===== src/rtl/bw_mult_pkg.sv =====
package bw_mult_pkg;

  typedef struct packed {
    logic launch;
    logic outValid;
  } mult_strobe_t;

  function automatic bit ppInverted(int row, int col, int width);
    return (row == width - 1) != (col == width - 1);
  endfunction

endpackage


===== src/rtl/bw_pp_cell.sv =====
module bw_pp_cell #(
  parameter bit INVERT = 1'b0
) (
  input  logic aBit,
  input  logic xBit,
  input  logic sumIn,
  input  logic carryIn,
  output logic sumOut,
  output logic carryOut
);
  logic ppBit;

  assign ppBit    = INVERT ? ~(aBit & xBit) : (aBit & xBit);
  assign sumOut   = ppBit ^ sumIn ^ carryIn;
  assign carryOut = (ppBit & sumIn) | (ppBit & carryIn) | (sumIn & carryIn);
endmodule


===== src/rtl/bw_mult_ctrl.sv =====
module bw_mult_ctrl
  import bw_mult_pkg::*;
#(
  parameter int LATENCY = 4
) (
  input  logic         clk,
  input  logic         rstN,
  input  logic         validIn,
  output mult_strobe_t strobe
);
  if (LATENCY > 0) begin : g_pipe
    logic [LATENCY-1:0] vldLine;

    always_ff @(posedge clk or negedge rstN) begin
      if (!rstN) vldLine <= '0;
      else       vldLine <= (vldLine << 1) | LATENCY'(validIn);
    end

    always_comb begin
      strobe.launch   = validIn;
      strobe.outValid = vldLine[LATENCY-1];
    end
  end else begin : g_comb
    always_comb begin
      strobe.launch   = validIn;
      strobe.outValid = validIn;
    end
  end
endmodule


===== src/rtl/bw_mult_dp.sv =====
module bw_mult_dp
  import bw_mult_pkg::*;
#(
  parameter int WIDTH     = 5,
  parameter bit PIPELINED = 1'b1
) (
  input  logic               clk,
  input  mult_strobe_t       strobe,
  input  logic [WIDTH-1:0]   a,
  input  logic [WIDTH-1:0]   x,
  output logic [2*WIDTH-1:0] product
);
  localparam int ROWS = WIDTH;

  // Row inputs (operands, sums, carries, resolved low bits)
  logic [WIDTH-1:0] inA   [ROWS];
  logic [WIDTH-1:0] inX   [ROWS];
  logic [WIDTH-1:0] inSum [ROWS];
  logic [WIDTH-1:0] inCar [ROWS];
  logic [WIDTH-1:0] inLow [ROWS];
  // Row outputs
  wire  [WIDTH-1:0] outSum [ROWS];
  wire  [WIDTH-1:0] outCar [ROWS];
  wire  [WIDTH-1:0] outLow [ROWS];

  assign inA[0]   = a;
  assign inX[0]   = x;
  assign inSum[0] = '0;
  assign inCar[0] = '0;
  assign inLow[0] = '0;

  for (genvar i = 0; i < ROWS; i++) begin : g_row
    for (genvar j = 0; j < WIDTH; j++) begin : g_col
      wire cellSumIn;
      wire cellCarIn;
      if (i == 0) begin : g_first
        assign cellSumIn = 1'b0;
        assign cellCarIn = 1'b0;
      end else if (j < WIDTH - 1) begin : g_inner
        assign cellSumIn = inSum[i][j+1];
        assign cellCarIn = inCar[i][j];
      end else begin : g_edge
        // constant one of weight WIDTH enters on row 1
        assign cellSumIn = (i == 1);
        assign cellCarIn = inCar[i][j];
      end

      bw_pp_cell #(.INVERT(ppInverted(i, j, WIDTH))) u_cell (
        .aBit    (inA[i][j]),
        .xBit    (inX[i][i]),
        .sumIn   (cellSumIn),
        .carryIn (cellCarIn),
        .sumOut  (outSum[i][j]),
        .carryOut(outCar[i][j])
      );
    end

    assign outLow[i] = inLow[i] | (WIDTH'(outSum[i][0]) << i);
  end

  for (genvar b = 0; b < ROWS - 1; b++) begin : g_bound
    if (PIPELINED) begin : g_reg
      always_ff @(posedge clk) begin
        if (b != 0 || strobe.launch) begin
          inA[b+1]   <= inA[b];
          inX[b+1]   <= inX[b];
          inSum[b+1] <= outSum[b];
          inCar[b+1] <= outCar[b];
          inLow[b+1] <= outLow[b];
        end
      end
    end else begin : g_wire
      assign inA[b+1]   = inA[b];
      assign inX[b+1]   = inX[b];
      assign inSum[b+1] = outSum[b];
      assign inCar[b+1] = outCar[b];
      assign inLow[b+1] = outLow[b];
    end
  end

  // Final ripple row; constant one of weight 2*WIDTH-1 sits in the top slot
  logic [WIDTH-1:0] rippleA;
  logic [WIDTH-1:0] rippleB;
  logic [WIDTH-1:0] upperBits;

  assign rippleA = {1'b1, outSum[ROWS-1][WIDTH-1:1]};
  assign rippleB = outCar[ROWS-1];

  always_comb begin
    logic rc;
    rc = 1'b0;
    for (int k = 0; k < WIDTH; k++) begin
      upperBits[k] = rippleA[k] ^ rippleB[k] ^ rc;
      rc = (rippleA[k] & rippleB[k]) | (rc & (rippleA[k] ^ rippleB[k]));
    end
  end

  assign product = {upperBits, outLow[ROWS-1]};
endmodule


===== src/rtl/bw_mult.sv =====
module bw_mult
  import bw_mult_pkg::*;
#(
  parameter int WIDTH     = 5,
  parameter bit PIPELINED = 1'b1
) (
  input  logic               clk,
  input  logic               rstN,
  input  logic               validIn,
  input  logic [WIDTH-1:0]   a,
  input  logic [WIDTH-1:0]   x,
  output logic               validOut,
  output logic [2*WIDTH-1:0] p
);
  localparam int LATENCY = PIPELINED ? WIDTH - 1 : 0;

  mult_strobe_t strobe;

  bw_mult_ctrl #(.LATENCY(LATENCY)) u_ctrl (
    .clk    (clk),
    .rstN   (rstN),
    .validIn(validIn),
    .strobe (strobe)
  );

  bw_mult_dp #(.WIDTH(WIDTH), .PIPELINED(PIPELINED)) u_dp (
    .clk    (clk),
    .strobe (strobe),
    .a      (a),
    .x      (x),
    .product(p)
  );

  assign validOut = strobe.outValid;
endmodule


===== config.mk =====
export PLATFORM = sky130hd
export DESIGN_NAME = bw_mult
export DESIGN_NICKNAME = d
export VERILOG_FILES = /design/src/rtl/bw_mult_pkg.sv /design/src/rtl/bw_pp_cell.sv /design/src/rtl/bw_mult_ctrl.sv /design/src/rtl/bw_mult_dp.sv /design/src/rtl/bw_mult.sv
export SDC_FILE = /design/constraint.sdc
export NUM_CORES = 1
export LEC_CHECK = 0
export CAP_MARGIN = 25
export CORE_MARGIN = 8
export CORE_UTILIZATION = 25
export DETAILED_ROUTE_END_ITERATION = 8
export GPL_TIMING_DRIVEN = 0
export PLACE_DENSITY = 0.44
export SYNTH_ARGS = -nofsm -noshare
export SYNTH_HDL_FRONTEND = slang
export SYNTH_HIERARCHICAL = 1
export SYNTH_SLANG_ARGS = --single-unit

===== constraint.sdc =====
create_clock -name clk -period 3 [get_ports clk]
set_input_delay 0.45 -clock clk [delete_from_list [all_inputs] [get_ports clk]]
set_output_delay 0.45 -clock clk [all_outputs]
set_load 0.01 [all_outputs]

==> results.yml <==
clock_tree:
  htreeDepth: 3
  clock_sinks: 80
  cts_buffers: 9
  cts_buffer_depth: 2
  ctsHoldBuffers: 0
  root_buffer: "clkbuf_16"
  clk_latency_ns: 0.32
  post_cts_buffers: 0
  clkTransAtPathRegs_ns: 0.05
  cts_tree: "built"
setup_path:
  worstPathCellList: "and2_4 > fa_1 > inv_1 > ha_2 > fa_2 > fa_2 > fa_2 > xnor2_2 > buf_2"
  required_ns: 2.55
  critPathBufInv: 2
  critPathMaxFanout: 5
  start_kind: "flop"
  slowest_delay_ns: 0.48
  cp_common_cell: "fa_2"
  cp.arrival_ns: 2.84
  cp-end-kind: "primary output"
  slowest_stage: "fa_1"
  cp_top_family: "adder cells"
  critical_path_class: "flop to primary output"
power:
  power_uw: 3174
  ir_drop_mv: 0.5004
  leakage_uw: 0.001771
  cellPowerDensity_nw_per_um2: 865.0
drt:
  top_layer_used: "met4"
  met2RoutedLength_um: 1655
  wirelength_met1_um: 1417
  post_drt_wl_per_cell_um: 7.425
  routed_via_density: 3.171
  remaining_drc_errors: 0
  drt_iter0_drc: 21
  postRouteWirelength_um: 3252
  via_count: 1389
  first_pass_iters: 5
  met3_length_um: 116
  antenna_left: 0
logic_synthesis:
  synth.distinct_cells: 11
  synth_fa_ha_area_share_pct: 19.47
  synth.area.mux_share_pct: 0
  syn-cell-area_um2: 2943
  ys_ff_latch: 80
  avgSynthCellArea_um2: 12.06
  synth-simple-area-share_pct: 3.869
  ys_seq_area_share_pct: 61.56
  synthCells: 244
  yosys_warnings: 6
  synth_compound_area_share_pct: 0
  synth_top_family_by_area: "adder cells"
  synth_xor_area_share_pct: 0.2976
global_routing:
  grt_usage_pct: 5.136
  grt_remaining_overflow: 0
  antenna_found_initial: 0
  first_global_vias: 1496
  grt_max_degree: 20
  grt_first_pass_wirelength_um: 6313
die:
  die-area_um2: 15500
  die_h_um: 124.5
  io_pins: 24
  die_w_um: 124.5
  initial_core_util_pct: 25.66
  num_rows: 39
  core_area_um2: 11470
sta:
  setup_tns_ns: -0.5563
  hold_viol: 0
  period_share_pct: 109.6
  setup_ws_ns: -0.2876
  rsz0062_at_grt: "true"
  fin_worst_skew_ns: 0.002891
  setup_viol: 2
  max_freq_ghz: 0.3042
  drv_slew: 0
  period_needed_ns: 3.288
cells_and_area:
  finalNetCount: 332
  postLayoutCellArea_um2: 3670
  fin_cells: 438
  multi_input_area_um2: 768.2
  syn_to_final_growth_pct: 24.70
  regArea_um2: 1815
  fill_cells: 1166
  drive_gt1_share_pct: 9.153
  diodes: 0
min_path:
  min_path_type: "flop to flop"
run:
  maxCapViolCount: 0
outcome:
  violations: "negative setup slack"
  status: "complete, but fails checks"
placement:
  io_buffers: 23
  dp.cells: 422
  pre_cts_slack_ns: -0.5857
  dp_hpwl_um: 2590
  routabilityCongestion: 0.6385
  placed_area_um2: 3397
==> cell usage after synthesis <==
master / count / area [µm²]
conb_1: 2 / 7.510
dfxtp_1: 57 / 1141
nand2_1: 17 / 63.81
xnor2_1: 1 / 8.760
fa_1: 28 / 560.5
and2_1: 8 / 50.05
edfxtp_1: 19 / 570.6
dfrtp_1: 4 / 100.1
buf_4: 7 / 52.55
ha_1: 1 / 12.51
inv_1: 100 / 375.4
==> routing by layer <==
layer	vias to the layer above	track usage [%]
li1	727	-
met3	4	2.468
met2	18	7.966
met4	0	4.252
met5	-	0
met1	640	5.160
==> path summary, 6_finish.rpt <==
kind / slack (ns) / cells past startpoint / to / startpoint
worst max-delay path: -0.29 / 9 / p[9] / u_dp/inX[4]
worst min-delay path: 0.32 / 0 / u_dp/inLow[5] / u_dp/inLow[10]
worst max register to register: 1.73 / 3 / u_dp/g_row[2].g_col[3].cellSumIn / u_dp/inX[16]
worst min register to register: 0.32 / 0 / u_dp/inLow[5] / u_dp/inLow[10]
max in group asynchronous: 2.51 / 1 / u_ctrl/g_pipe.vldLine[3] / rstN
min in group asynchronous: 0.33 / 1 / u_ctrl/g_pipe.vldLine[0] / rstN
==> through the flow <==
step | hold slack (ns) | utilization, %
final | 0.3242 | 32.00
after global routing | 0.3310 | 32.00
after CTS | 0.3184 | 31.88
after detailed placement | 0.3121 | 29.62
after global placement | 0.3105 | 29.62
after floorplan | 0.1544 | -
==> layout by cell type (no fill, tap or decap) <==
master             n
inv_1            100
dfxtp_1           56
fa_1              25
clkdlybuf4s50_1   19
edfxtp_1          19
nand2_1           17
conb_1            14
clkbuf_16          9
buf_4              7
and2_1             7
clkbuf_1           6
dfrtp_1            4
fa_2               3
buf_6              2
clkinv_2           1
dlygate4sd2_1      1
buf_2              1
xnor2_2            1
ha_2               1
and2_4             1
dfxtp_4            1
==> cells by family (layout without fill, tap and decap cells) <==
kind of cell | count (synthesis) | count (layout)
simple gates | 25 | 25
xor+xnor | 1 | 1
other cells | 2 | 14
fa+ha+maj | 29 | 29
buf+inv | 107 | 146
flops | 80 | 80
==> area by class of cell <==
cell class | instances | area share, %
plain buffers | 7 | 1.432
well taps | 143 | 4.876
clock inverters | 1 | 0.1364
flip-flops and latches | 80 | 49.47
inverters | 100 | 10.23
clock buffers | 15 | 6.751
repair buffers | 23 | 6.171
multi-input cells | 69 | 20.93
==> power breakdown <==
part / switching (µW) / total (µW) / internal, µW
clock network: 354 / 914 / 560
logic: 419 / 901 / 482
registers: 49.5 / 1360 / 1310
total: 823 / 3170 / 2350
==> sequential cells by signal, indices dropped and copies added (netlist names) <==
register                    count
u_dp/inSum                      4
u_ctrl/g_pipe.vldLine           4
u_dp/inX                       10
u_dp/inLow                      6
u_dp/g_row.g_col.cellSumIn     16
u_dp/g_row.g_col.cellCarIn     20
u_dp/inA                       20
==> worst reg2reg max path: stages (launching register included) <==
cell,delay (ns)
edfxtp_1,0.47
and2_1,0.20
fa_1,0.47
inv_1,0.03
==> repair_timing <==
item	CTS	global route
pin swaps	1	0
resized for setup	21	2
endpoints found under the setup margin	4	3
Note: power is estimated with default switching activity, not from simulation.
